### src/rtl/vsr_pkg.sv
package vsr_pkg;

  // Link frame rate; the pacing accumulator wraps at this value.
  localparam int unsigned FRAME_HZ = 48000;

  typedef enum logic [1:0] {
    CLS_PCM   = 2'd0,
    CLS_AUX   = 2'd1,
    CLS_MODEM = 2'd2
  } slot_class_e;

endpackage

### src/rtl/vsr_rate_pacer.sv
module vsr_rate_pacer #(
  parameter int RATE_W = 16
) (
  input  logic              clk,
  input  logic              rst_n,
  input  logic              frame_start,
  input  logic              run,
  input  logic [RATE_W-1:0] rate,
  output logic              due
);

  localparam int ACC_W = RATE_W + 1;
  localparam logic [ACC_W-1:0] FRAME = ACC_W'(vsr_pkg::FRAME_HZ);

  logic [ACC_W-1:0] acc_q, acc_d;
  logic [ACC_W-1:0] rate_eff;
  logic [ACC_W-1:0] sum;

  always_comb begin
    rate_eff = ({1'b0, rate} > FRAME) ? FRAME : {1'b0, rate};
    sum      = acc_q + rate_eff;
    due      = (sum >= FRAME);
    acc_d    = acc_q;
    if (frame_start) begin
      if (!run)     acc_d = '0;
      else if (due) acc_d = sum - FRAME;
      else          acc_d = sum;
    end
  end

  always_ff @(posedge clk or negedge rst_n) begin
    if (!rst_n) acc_q <= '0;
    else        acc_q <= acc_d;
  end

  AST_ACC_BOUND: assert property (@(posedge clk) disable iff (!rst_n)
    acc_q < FRAME);

endmodule

### src/rtl/vsr_ready_timer.sv
module vsr_ready_timer #(
  parameter int CNT_W = 8
) (
  input  logic             clk,
  input  logic             rst_n,
  input  logic             frame_start,
  input  logic             pwr_dn,
  input  logic [CNT_W-1:0] delay,
  output logic             ready
);

  logic [CNT_W-1:0] cnt_q, cnt_d;

  always_comb begin
    cnt_d = cnt_q;
    if (pwr_dn)                        cnt_d = delay;
    else if (frame_start && cnt_q != '0) cnt_d = cnt_q - 1'b1;
    ready = (cnt_q == '0);
  end

  always_ff @(posedge clk or negedge rst_n) begin
    if (!rst_n) cnt_q <= '0;
    else        cnt_q <= cnt_d;
  end

  AST_DELAY_RELOAD: assert property (@(posedge clk) disable iff (!rst_n)
    pwr_dn |=> cnt_q == $past(delay));

endmodule

### src/rtl/vsr_slot_ctrl.sv
module vsr_slot_ctrl #(
  parameter int          RATE_W    = 16,
  parameter int          LVL_W     = 3,
  parameter int          DEPTH     = 4,
  parameter int          CNT_W     = 8,
  parameter logic [1:0]  CLASS     = 2'd0,
  parameter logic        SUPPORTED = 1'b1
) (
  input  logic              clk,
  input  logic              rst_n,
  input  logic              frame_start,
  input  logic              vra,
  input  logic              vrm,
  input  logic              tag,
  input  logic              pwr_dn,
  input  logic [RATE_W-1:0] rate,
  input  logic [LVL_W-1:0]  level,
  input  logic [CNT_W-1:0]  delay,
  output logic              slotreq_n,
  output logic              accept,
  output logic              overrun
);

  import vsr_pkg::*;

  localparam logic [LVL_W:0] DEPTH_V = (LVL_W+1)'(DEPTH);

  logic sreq_q, sreq_d;
  logic pend_q, pend_d;
  logic acc_q,  acc_d;
  logic ovr_q,  ovr_d;

  logic act, ready, rdy, ondemand, due, take, drop, room, req;
  logic [LVL_W:0] lvl_sum;

  vsr_ready_timer #(.CNT_W(CNT_W)) i_timer (
    .clk         (clk),
    .rst_n       (rst_n),
    .frame_start (frame_start),
    .pwr_dn      (pwr_dn),
    .delay       (delay),
    .ready       (ready)
  );

  vsr_rate_pacer #(.RATE_W(RATE_W)) i_pacer (
    .clk         (clk),
    .rst_n       (rst_n),
    .frame_start (frame_start),
    .run         (rdy & ondemand),
    .rate        (rate),
    .due         (due)
  );

  always_comb begin
    if (CLASS == CLS_MODEM)    ondemand = 1'b1;
    else if (CLASS == CLS_AUX) ondemand = vrm;
    else                       ondemand = vra;

    act     = SUPPORTED & ~pwr_dn;
    rdy     = act & ready;
    take    = rdy & tag & pend_q;
    drop    = act & tag & ~pend_q;
    lvl_sum = {1'b0, level} + {{LVL_W{1'b0}}, take};
    room    = (lvl_sum < DEPTH_V);
    req     = rdy & (ondemand ? (due & room) : 1'b1);

    sreq_d = sreq_q;
    pend_d = pend_q;
    ovr_d  = ovr_q;
    acc_d  = 1'b0;
    if (frame_start) begin
      sreq_d = act & ~req;
      pend_d = req;
      ovr_d  = ovr_q | drop;
      acc_d  = take;
    end
  end

  always_ff @(posedge clk or negedge rst_n) begin
    if (!rst_n) begin
      sreq_q <= 1'b0;
      pend_q <= 1'b0;
      acc_q  <= 1'b0;
      ovr_q  <= 1'b0;
    end else begin
      sreq_q <= sreq_d;
      pend_q <= pend_d;
      acc_q  <= acc_d;
      ovr_q  <= ovr_d;
    end
  end

  assign slotreq_n = sreq_q;
  assign accept    = acc_q;
  assign overrun   = ovr_q;

  AST_FIXED_EVERY_FRAME: assert property (@(posedge clk) disable iff (!rst_n)
    frame_start && act && ready && !ondemand |=> !slotreq_n);
  AST_ACCEPT_AFTER_REQ: assert property (@(posedge clk) disable iff (!rst_n)
    accept |-> $past(!slotreq_n));
  AST_OVR_STICKY: assert property (@(posedge clk) disable iff (!rst_n)
    !$fell(overrun));
  AST_NO_ROOM: assert property (@(posedge clk) disable iff (!rst_n)
    frame_start && act && ready && ondemand && ({1'b0, level} >= DEPTH_V) |=> slotreq_n);
  AST_OFF_QUIET: assert property (@(posedge clk) disable iff (!rst_n)
    frame_start && pwr_dn |=> !slotreq_n && !accept);
  AST_WARM_HOLD: assert property (@(posedge clk) disable iff (!rst_n)
    frame_start && act && !ready |=> slotreq_n);

  if (!SUPPORTED) begin : g_unsup
    AST_UNSUP_QUIET: assert property (@(posedge clk) disable iff (!rst_n)
      frame_start |=> !slotreq_n && !accept && !overrun);
  end

endmodule

### src/rtl/vsr_slot_req_top.sv
module vsr_slot_req_top #(
  parameter int                  NUM_CH    = 6,
  parameter int                  RATE_W    = 16,
  parameter int                  DEPTH     = 4,
  parameter int                  CNT_W     = 8,
  parameter logic [2*NUM_CH-1:0] CH_CLASS  = 12'b00_00_10_01_00_00,
  parameter logic [NUM_CH-1:0]   CH_SUPP   = 6'b011111,
  localparam int                 LVL_W     = $clog2(DEPTH + 1)
) (
  input  logic                     clk,
  input  logic                     rst_n,
  input  logic                     frame_start,
  input  logic                     vra,
  input  logic                     vrm,
  input  logic [NUM_CH-1:0]        tag_in,
  input  logic [NUM_CH-1:0]        pwr_dn,
  input  logic [NUM_CH*RATE_W-1:0] rate_in,
  input  logic [NUM_CH*LVL_W-1:0]  fifo_level,
  input  logic [CNT_W-1:0]         ready_delay,
  output logic [NUM_CH-1:0]        slotreq_n,
  output logic [NUM_CH-1:0]        accept,
  output logic [NUM_CH-1:0]        overrun
);

  logic [1:0] rst_sync_q;
  logic       rst_n_int;

  always_ff @(posedge clk or negedge rst_n) begin
    if (!rst_n) rst_sync_q <= 2'b00;
    else        rst_sync_q <= {rst_sync_q[0], 1'b1};
  end

  assign rst_n_int = rst_sync_q[1];

  for (genvar g = 0; g < NUM_CH; g++) begin : g_slot
    vsr_slot_ctrl #(
      .RATE_W    (RATE_W),
      .LVL_W     (LVL_W),
      .DEPTH     (DEPTH),
      .CNT_W     (CNT_W),
      .CLASS     (CH_CLASS[2*g +: 2]),
      .SUPPORTED (CH_SUPP[g])
    ) i_slot (
      .clk         (clk),
      .rst_n       (rst_n_int),
      .frame_start (frame_start),
      .vra         (vra),
      .vrm         (vrm),
      .tag         (tag_in[g]),
      .pwr_dn      (pwr_dn[g]),
      .rate        (rate_in[g*RATE_W +: RATE_W]),
      .level       (fifo_level[g*LVL_W +: LVL_W]),
      .delay       (ready_delay),
      .slotreq_n   (slotreq_n[g]),
      .accept      (accept[g]),
      .overrun     (overrun[g])
    );
  end

endmodule

### config.mk
export PLATFORM = sky130hd
export DESIGN_NAME = vsr_slot_req_top
export DESIGN_NICKNAME = d
export VERILOG_FILES = /design/src/rtl/vsr_pkg.sv /design/src/rtl/vsr_rate_pacer.sv /design/src/rtl/vsr_ready_timer.sv /design/src/rtl/vsr_slot_ctrl.sv /design/src/rtl/vsr_slot_req_top.sv
export SDC_FILE = /design/constraint.sdc
export NUM_CORES = 1
export LEC_CHECK = 0
export ABC_AREA = 0
export BUFFER_PORTS_ARGS = -buffer_cell sky130_fd_sc_hd__buf_2
export CORE_MARGIN = 2
export CORE_UTILIZATION = 46
export CTS_CLUSTER_DIAMETER = 80
export DETAILED_ROUTE_END_ITERATION = 6
export PLACE_DENSITY = 0.7
export SLEW_MARGIN = 10
export SYNTH_ARGS = -nofsm -noshare
export SYNTH_HDL_FRONTEND = slang
export SYNTH_SLANG_ARGS = --single-unit
### constraint.sdc
create_clock -name clk -period 11.8 [get_ports clk]
set_clock_uncertainty 0.15 [all_clocks]
set_input_delay 1.77 -clock clk [delete_from_list [all_inputs] [get_ports clk]]
set_output_delay 1.77 -clock clk [all_outputs]
set_load 0.02 [all_outputs]
Yosys cells after proc, flatten, opt, wreduce, memory -nomap -nowiden. Cells that the tools add are included.

Register bits after elaboration: 147. Output and inout bits: 18.

Add/subtract/negate cells: 20. Order comparisons: 15. Muxes and demuxes: 34. Bitwise gates (word level): 64. Reduce and logical (&&, ||, !) cells: 20.

Operator list (number): 2-to-1 mux 17 bit (10); adder 17 x 16 -> 17 bit (5); >= comparator 17 x 16 -> 1 bit (second input constant) (5); subtractor 17 x 16 -> 17 bit (second input constant) (5); > comparator 16 bit (second input constant) (5); 2-to-1 mux 16 bit (5); 2-to-1 mux 8 bit (10); AND 1 bit (44); zero test 8 bit (5); nonzero test 8 bit (5); subtractor 8 x 1 -> 8 bit (second input constant) (5); adder 3 x 1 -> 4 bit (5); < comparator 4 x 3 -> 1 bit (second input constant) (5); inverter 1 bit (15); nonzero test 2 bit (5); 2-to-1 mux 1 bit (9); logical AND 1 bit (5); OR 1 bit (5).

Longest topological paths before layout. Gate-level depths: netlist (run 1).

Depth in word-level cells: 11. Gate-level depth with buffers: 21. Mapped depth without buffers: 20.

Cells and area by module. From an unflattened synthesis (run 1), not the netlist that was laid out.

Cells, all modules: 1577. Area total of the unflattened synthesis: 13503.0 um2.

Modules (own cells, without submodules): vsr_rate_pacer (g_slot[0].i_slot.i_pacer ...) (times used 3, cells an instance 235, area an instance 1951.9 um2, sequential area each 425.4 um2); vsr_ready_timer (times used 5, cells an instance 58, area an instance 528.0 um2, sequential area each 200.2 um2); vsr_rate_pacer (g_slot[2].i_slot.i_pacer) (times used 1, cells an instance 260, area an instance 2065.7 um2, sequential area each 425.4 um2); vsr_rate_pacer (g_slot[1].i_slot.i_pacer) (times used 1, cells an instance 229, area an instance 1899.3 um2, sequential area each 425.4 um2); vsr_slot_ctrl (g_slot[0].i_slot ...) (times used 4, cells an instance 18, area an instance 196.4 um2, sequential area each 100.1 um2); vsr_slot_ctrl (g_slot[3].i_slot) (times used 1, cells an instance 14, area an instance 176.4 um2, sequential area each 100.1 um2); vsr_slot_req_top (times used 1, cells an instance 3, area an instance 53.8 um2, sequential area each 50.0 um2); vsr_slot_ctrl (g_slot[5].i_slot) (times used 1, cells an instance 4, area an instance 26.3 um2, sequential area each 0.0 um2).

Worst setup path before layout (run 1). Ideal clock, no wire load.

Kind: input to register. Start: input rate_in[10]. End: register g_slot[0].i_slot.i_pacer.acc_q[12]. Library setup time: 121 ps. Data arrival time: 5655 ps. Required time: 11529 ps. Setup slack: 5874 ps. Stages on the path: 18. Path buffers: 1. Path through: and4b_1 > nor2_1 > o21ai_0 > o21ai_1 > and2_1 > ha_1 > fa_1 > a211oi_1 > o21bai_1 > a21oi_1 > o211ai_1 > a2111o_1 > nand4_1 > a311o_1 > clkbuf_1 > nand3_1 > xor2_1 > a22o_1.

Cells in the longest elaborated chain, start to end: 6. Elaborated cells on any way between the ends: 7. Classes of those cells: add/sub: 2; order compare: 2; mux: 3.

RTL lines: from (decl) (RTL line vsr_slot_req_top.sv:17) `input logic [NUM_CH*RATE_W-1:0] rate_in,`; > comparator 16 bit (RTL line vsr_rate_pacer.sv:20) `rate_eff = ({1'b0, rate} > FRAME) ? FRAME : {1'b0, rate};`; 2-to-1 mux 16 bit (*) (RTL line vsr_rate_pacer.sv:20); adder 17 x 16 -> 17 bit (*) (RTL line vsr_rate_pacer.sv:21) `sum = acc_q + rate_eff;`; subtractor 17 x 16 -> 17 bit / >= comparator 17 x 16 -> 1 bit (equally long branches) (RTL line vsr_rate_pacer.sv:26, vsr_rate_pacer.sv:22); 2-to-1 mux 17 bit (*) (RTL line vsr_rate_pacer.sv:26) `else if (due) acc_d = sum - FRAME;`; 2-to-1 mux 17 bit (*) (RTL line vsr_rate_pacer.sv:25) `if (!run) acc_d = '0;`; to (signal assigned) (RTL line vsr_rate_pacer.sv:32) `if (!rst_n) acc_q <= '0;`; to (signal assigned) (RTL line vsr_rate_pacer.sv:33) `else acc_q <= acc_d;`; to (decl) (RTL line vsr_rate_pacer.sv:15) `logic [ACC_W-1:0] acc_q, acc_d;`.

Every way passes the cells marked *; elsewhere a longest branch is shown, timed or not. A chain may end at the register's enable or synchronous reset.

Worst setup path in the final report (run 1).
Start: input rate_in[26]. End: register g_slot[1].i_slot.sreq_q.

Cells in the longest elaborated chain, start to end: 9.

RTL lines: > comparator 16 bit (RTL line vsr_rate_pacer.sv:20); 2-to-1 mux 16 bit (*) (RTL line vsr_rate_pacer.sv:20); adder 17 x 16 -> 17 bit (*) (RTL line vsr_rate_pacer.sv:21); >= comparator 17 x 16 -> 1 bit (*) (RTL line vsr_rate_pacer.sv:22) `due = (sum >= FRAME);`; AND 1 bit (*) (RTL line vsr_slot_ctrl.sv:65) `req = rdy & (ondemand ? (due & room) : 1'b1);`; 2-to-1 mux 1 bit (*) (RTL line vsr_slot_ctrl.sv:65); AND 1 bit (*) (RTL line vsr_slot_ctrl.sv:65); inverter 1 bit (*) (RTL line vsr_slot_ctrl.sv:72) `sreq_d = act & ~req;`; AND 1 bit (*) (RTL line vsr_slot_ctrl.sv:72); to (signal assigned) (RTL line vsr_slot_ctrl.sv:86) `sreq_q <= sreq_d;`; to (decl) (RTL line vsr_slot_ctrl.sv:28) `logic sreq_q, sreq_d;`.

Marked as above.

==> summary.txt, run 1 <==
Flow run
  • Max_cap viols: 0

Place
  • IO buf count: approximately 130
  • Post-DP HPWL: 24.7 mm
  • RePlAce Congestion: 0.895

Die
  • Starting density of the core: approximately 47%
  • Die Area: approximately 30000 um^2
  • Die Y-Extent: around 170 um
  • Core box area: 27800 um^2
  • I/O pin count: about 160
  • Chip Width: about 170 um
  • Row count: roughly 60

Global route
  • Number of global-route vias before repair: roughly 11000
  • All-Layer GR Usage: 22.3%
  • Antenna violations before repair: 1
  • Total grt overflow: 0
  • Global-route wire length before repair: between 50 and 60 mm
  • Largest net degree at the start of global routing: 62

Route
  • Routed wirelength normalized by instance count: between 15 and 20 um
  • Remaining DRCs: 0
  • Post-route ant nets: 0
  • Met2 routed WL: 15.0 mm
  • Routed via count: 12000
  • Met1 wire length: 15.6 mm
  • DR top layer: met5
  • Via density per instance: between 5 and 6
  • Initial DRT Pass Iterations: 5
  • Met3 wire len: about 1.2 mm
  • DR iter-0 viols: between 700 and 800
  • Total wire length: approximately 33 mm

Yosys
  • Distinct cells, synth: 92
  • Post-synth EDFFs: 0
  • Post-synthesis sequential area ratio: 28.4%
  • Mean post-synth cell area: 8.35 um^2
  • Mapped Cells: 1552
  • Ys flop type: dfrtp_1
  • Synth area leader: dfrtp_1
  • Synthesis-stage register bit count: approximately 150
  • Commonest cells in the synthesized netlist: 147 x dfrtp_1, 126 x nor2_1, 106 x nand2_1
  • Post-Syn Area: approximately 13000 um^2
  • Post-synth ARST share: 100%
  • Synth area leaders: dfrtp_1 28%, ha_1 8.7%, nor2_1 3.6%, o21ai_0 3.6%, a21oi_1 3.6%
  • Yosys warnings: 0
  • Proportion of netlist area held by the largest area contributor: approximately 28%
  • Count leader, synth: dfrtp_1

Timing
  • Slew HR: a little over two fifths
  • Slew @ Worst Pin: 0.841 ns
  • Final Cycle Share: a little under three fifths
  • Achievable Freq: 153 MHz
  • Setup violators final: 0
  • Final Hold Vio Count: 0
  • RSZ-0062 raised after global routing: no
  • Fin Setup TNS: 0 ns
  • Fin crit period: about 6.5 ns
  • Slew Limit Fails: 0

Power and ir drop
  • Maximum vdd drop: ~0.1 mV
  • Pwr Total: between 1000 and 1500 uW
  • PwrDens: 100 nW/um^2
  • Pleak: roughly 0.0064 uW

Cells and area
  • Post-layout net count: 1869
  • Fill cells: about 2700
  • Share of cells above drive strength 1: a little over an eighth
  • # diodes: 0
  • Area Overhead vs Synth: 11.0%

Clock tree
  • Worst skew pair latency: 0.43 ns
  • Post_cts resized: 0
  • H-tree levels: 4
  • Reg clk slew, reported paths: 0.07 ns
  • Root Buffer: clkbuf_16
  • Number of buffers created by CTS: 17
  • Setup repair bufs after CTS: 0
  • Cts hold-fix bufs: 0
  • CTS sink cnt: between 100 and 150
  • Clock Path Buffers: 2
  • CTS tree: built

Setup path
  • WP data arrival: about 6.7 ns
  • Req. time, crit path: ~12 ns
  • Worst r2r dst: g_slot[2].i_slot.i_pacer.acc_q[10]$_DFFE_PN0P_
  • Critical Path Start Type: input port
  • Worst R2R Setup Slack: slightly below 8 ns
  • R2R depth: 13
  • Critical Path End Type: register
  • Crit. Startpoint: rate_in[26]
  • Max Fanout on Critical Path: 10
  • Critical path type: in -> reg
  • Worst r2r src: g_slot[2].i_slot.i_pacer.acc_q[0]$_DFFE_PN0P_

Run status
  • Run status: complete, no violations

Hold path
  • Worst Hold Class: reg -> async
-- cells by family (layout without fill, tap and decap cells) --
| family | count (synthesis) | after routing | share of synthesized area [%] |
|---|---|---|---|
| muxes | 20 | 20 | 1.57 |
| other | 2 | 4 | 0.0579 |
| AOI/OAI and AO/OA | 523 | 523 | 28.4 |
| buffers and inverters | 135 | 229 | 4.52 |
| and+or+nand+nor | 542 | 542 | 21.7 |
| xor gates and xnor gates | 88 | 88 | 5.94 |
| adders and majority gates | 95 | 95 | 9.46 |
| DFF | 147 | 147 | 28.4 |
-- worst max-delay path, stage by stage --
cell	delay, ns
buf_2	0.11
and4b_1	0.27
nor2_1	0.05
o21ai_0	0.41
o21ai_1	0.38
and2_1	0.28
ha_1	0.20
fa_1	0.41
a211oi_1	0.51
o21ai_1	0.14
o211a_1	0.19
or4_1	0.53
a41oi_2	0.30
a221oi_1	0.17
o311ai_4	0.48
nand2_1	0.10
a21oi_1	0.30
nor2_1	0.09
-- report_power, final --
group          switching, uW  leakage (uW)  internal (uW)
sequential              25.4       0.00193            530
clock                    239      0.000290            318
combinational            198       0.00414            132
-- routing by layer --
layer,global-route usage [%],vias to the layer above
li1,-,5956
met1,30.1,5683
met2,36.5,255
met3,3.34,60
met4,7.56,2
met5,0,-
-- worst max path at each step --
stage / to / slack (ns) / cells after the start
2_1_floorplan: g_slot[0].i_slot.i_pacer.acc_q[12]$_DFFE_PN0P_ / 5.87 / 18
3_3_place_gp: g_slot[1].i_slot.slotreq_n$_DFFE_PN0P_ / 5.07 / 18
3_5_place_dp: g_slot[1].i_slot.slotreq_n$_DFFE_PN0P_ / 4.88 / 18
4_1_cts: g_slot[1].i_slot.slotreq_n$_DFFE_PN0P_ / 5.32 / 18
5_1_grt: g_slot[1].i_slot.slotreq_n$_DFFE_PN0P_ / 4.81 / 18
6_report: g_slot[1].i_slot.slotreq_n$_DFFE_PN0P_ / 5.26 / 18
-- per-stage QoR --
step / hold WS [ns] / instances / cell area [um^2] / worst slack (ns) / utilization [%]
after floorplan: 0.181 / 1554 / 13000 / 5.87 / -
after CTS: 0.207 / 2026 / 14400 / 5.32 / 51.8
after global routing: 0.220 / 2026 / 14400 / 4.81 / 51.8
after global placement: 0.185 / 1994 / 13800 / 5.07 / 49.6
final: 0.173 / 2026 / 14400 / 5.26 / 51.8
after detailed placement: 0.190 / 1994 / 13800 / 4.88 / 49.6
-- flip-flops by register name (all words and copies together) (netlist names) --
| register | cells |
|---|---|
| g_slot.i_slot.pend_q | 5 |
| g_slot.i_slot.accept | 5 |
| g_slot.i_slot.i_timer.cnt_q | 40 |
| g_slot.i_slot.overrun | 5 |
| g_slot.i_slot.i_pacer.acc_q | 85 |
| g_slot.i_slot.slotreq_n | 5 |
| rst_sync_q | 2 |
-- layout make-up --
type	count	area [um^2]	share of cell area [%]
multi-input cells	1272	8710	60.5
repair buffers	138	706	4.90
clock buffers	17	425	2.96
flip-flops and latches	147	3680	25.6
clock inverters	15	171	1.19
inverters	59	221	1.54
well taps	378	473	3.29
-- cell usage in the layout (no fill, tap or decap), types with 9 or more instances in the layout --
cell       instances
or2_2             25
a22oi_1           14
dfrtp_1          146
nor2_1           126
xnor2_1           52
or3_1             11
mux2i_1           17
o21a_1            17
o22ai_1            9
a21o_1            25
o21ai_1           30
clkbuf_16         17
nor3_1            40
a22o_1            43
nand4_1           18
o2bb2ai_1         31
a21oi_1           92
a211oi_1          27
o21bai_1          10
a31oi_1           19
nand2_1          106
and3_1            11
buf_2            132
ha_1              90
o211ai_1          14
o21ai_0           93
nand2b_1          28
nand3_1           38
inv_1             58
xor2_1            36
and2_1            51
nor4_1            21
nor2b_1           22
No activity file was read; power rests on OpenSTA's default activity.
==> inputs of run 2 (changes only) <==
PLACE_DENSITY = 0.73   (was 0.7)
clock period = 5.71 ns   (was 11.8 ns; I/O delays follow)
==> run 2 against run 1 <==
Wire length increased by 2.7%. Critical endpoint is now g_slot[3].i_slot.i_pacer.acc_q[12]$_DFFE_PN0P_. Die area unchanged. Register-to-register slack got worse by 5.9 ns. Final cell count increased by 0.99%. Flip-flop and latch count unchanged. Hold slack got worse by 0.11 ns. Worst setup slack got worse by 4.6 ns.
==> summary.txt, run 2 (synthesis results as in run 1) <==
Setup path
  • Critical Path Start Type: input port
  • Critical Path End Type: register
  • Cell Chain, Critical Path: buf_2, and4b_1, nor2_1, o21ai_0, o21ai_1, nand2_1, inv_1, ha_1, a211oi_2, o21ai_2, a211oi_2, o21ai_0, a2111oi_4, nor4b_4, o2111ai_2, and2_4, or3_1, a32o_1
  • Max Fanout on Critical Path: 8
  • CP peak stage delay: ~0.45 ns
  • R2R depth: 12
  • Buf/Inv on CP: 2
  • WP data arrival: roughly 5.2 ns
  • Cell depth of the worst setup path: 18
  • Critical path type: in -> reg
  • Top delay family on crit path: compound AO/OA/AOI/OAI gates
  • Req. time, crit path: a little under 6 ns
  • Slowest cell on crit path: a2111oi_4

Clock tree
  • Setup repair bufs after CTS: 0
  • Clock Path Buffers: 2
  • Post_cts resized: 0
  • Reg clk slew, reported paths: about 0.070 ns
  • Number of buffers created by CTS: 17
  • CTS tree: built
  • Cts hold-fix bufs: 0
  • CTS sink cnt: 147
  • H-tree levels: 4
  • Worst skew pair latency: 0.43 ns
  • Root Buffer: clkbuf_16

Route
  • Total wire length: between 30 and 40 mm
  • Via density per instance: between 5 and 6
  • Remaining DRCs: 0
  • Post-route ant nets: 0
  • Routed via count: between 10000 and 15000
  • DR iter-0 viols: 1057
  • Initial DRT Pass Iterations: 5
  • Routed wirelength normalized by instance count: around 16 um

Cells and area
  • Biggest regs: g_slot.i_slot.i_pacer.acc_q x85, g_slot.i_slot.i_timer.cnt_q x40
  • Most frequent cells in the layout: 146 x dfrtp_1, 132 x buf_2, 126 x nor2_1
  • Area Overhead vs Synth: 12.3%
  • Share of cells above drive strength 1: between 10% and 20%
  • Util after Layout: about 52%
  • Most flop-heavy register: g_slot.i_slot.i_pacer.acc_q
  • Non-Filler Instances: 2046
  • Fill cells: approximately 2700
  • Largest register FFs: between 80 and 90
  • Register area: between 3000 and 4000 um^2
  • Most common cell after layout, fill and taps aside: dfrtp_1
  • Post-layout net count: 1888
  • Multi-input gate area: between 8000 and 9000 um^2

Global route
  • Global-route wire length before repair: 54.6 mm
  • Antenna violations before repair: 3
  • Total grt overflow: 0
  • Number of global-route vias before repair: about 11000
  • All-Layer GR Usage: between 20% and 30%
  • Largest net degree at the start of global routing: 64

Timing
  • Achievable Freq: about 200 MHz
  • Slew @ Worst Pin: roughly 1.1 ns
  • RSZ-0062 raised after global routing: no
  • Final Hold Vio Count: 0
  • Fin Setup TNS: 0 ns
  • Final Cycle Share: 88.0%
  • Setup violators final: 0
  • WHS: between 0.06 and 0.07 ns
  • Slew HR: roughly a quarter
  • Slew Limit Fails: 0
  • Fin crit period: just over 5 ns

Power and ir drop
  • Maximum vdd drop: approximately 0.20 mV
  • Pleak: about 0.0065 uW
  • Pwr Total: 3050 uW
  • PwrDens: approximately 210 nW/um^2

Die
  • I/O pin count: approximately 160
  • Chip Width: 172 um
  • Core box area: around 28000 um^2
  • Die Area: between 20000 and 30000 um^2
  • Row count: 61
  • Starting density of the core: 46.7%
  • Die Y-Extent: around 170 um

Flow run
  • Max_cap viols: 0

Run status
  • Run status: complete, no violations

Place
  • RePlAce Congestion: approximately 0.90
  • Placed Cells: roughly 2000
  • Post-DP HPWL: 25.0 mm
  • IO buf count: 132

Hold path
  • Worst Hold Class: in -> async
==> run 2: changes by cell type in the layout (fill, tap and decap cells not counted), sizes merged <==
cell	delta
buf	+19
clkinv	-2
bufinv	+1
diode	+1
inv	+1
==> run 2: worst reg2reg max path, cell delays in order (launching register included) <==
cell and delay (ns):
dfrtp_1 0.38, ha_1 0.25, fa_1 0.43, a211oi_1 0.44
o21ai_1 0.17, a41oi_1 0.32, a21boi_0 0.27, xnor2_1 0.29
o2111a_1 0.31, a2bb2oi_1 0.29, o211a_1 0.21, xor2_1 0.08
a22o_1 0.22
==> run 2: per-layer routing <==
metal / part of all wire, % / vias to the layer above / global-route usage [%]
li1: - / 5989 / -
met5: 0.021 / - / 0
met3: 4.5 / 46 / 3.43
met2: 48 / 284 / 38.2
met1: 46 / 5808 / 30.4
met4: 1.6 / 2 / 6.54
==> run 2: final timing paths <==
path	slack [ns]	from	endpoint
max in group asynchronous	4.02	rst_sync_q[1]$_DFF_PN0_	g_slot[4].i_slot.overrun$_DFFE_PN0P_
hold / removal	0.06	rst_n	rst_sync_q[1]$_DFF_PN0_
setup / recovery	0.68	rate_in[58]	g_slot[3].i_slot.i_pacer.acc_q[12]$_DFFE_PN0P_
hold reg to reg	0.20	rst_sync_q[0]$_DFF_PN0_	rst_sync_q[1]$_DFF_PN0_
min in group clk	0.20	rst_sync_q[0]$_DFF_PN0_	rst_sync_q[1]$_DFF_PN0_
setup reg to reg	1.78	g_slot[4].i_slot.i_pacer.acc_q[0]$_DFFE_PN0P_	g_slot[4].i_slot.i_pacer.acc_q[12]$_DFFE_PN0P_
==> run 2: final cells by class <==
type                    count  area share [%]
diodes                      1          0.0172
clock buffers              17            2.92
clock inverters            15            1.33
inverters                  59            1.52
multi-input cells        1272            59.8
flip-flops and latches    147            25.3
well taps                 378            3.25
repair buffers            157            5.83
==> run 2: stage by stage <==
stage	setup WS (ns)	area, um^2
2_1_floorplan	0.697	13000
3_3_place_gp	0.396	13900
3_5_place_dp	0.272	13900
4_1_cts	0.706	14600
5_1_grt	0.164	14600
6_report	0.682	14600
==> run 2: power breakdown <==
group	internal, uW	total, uW	switching, uW
clock network	702	1210	504
logic	283	698	416
registers	1090	1150	55.8
total	2080	3050	975
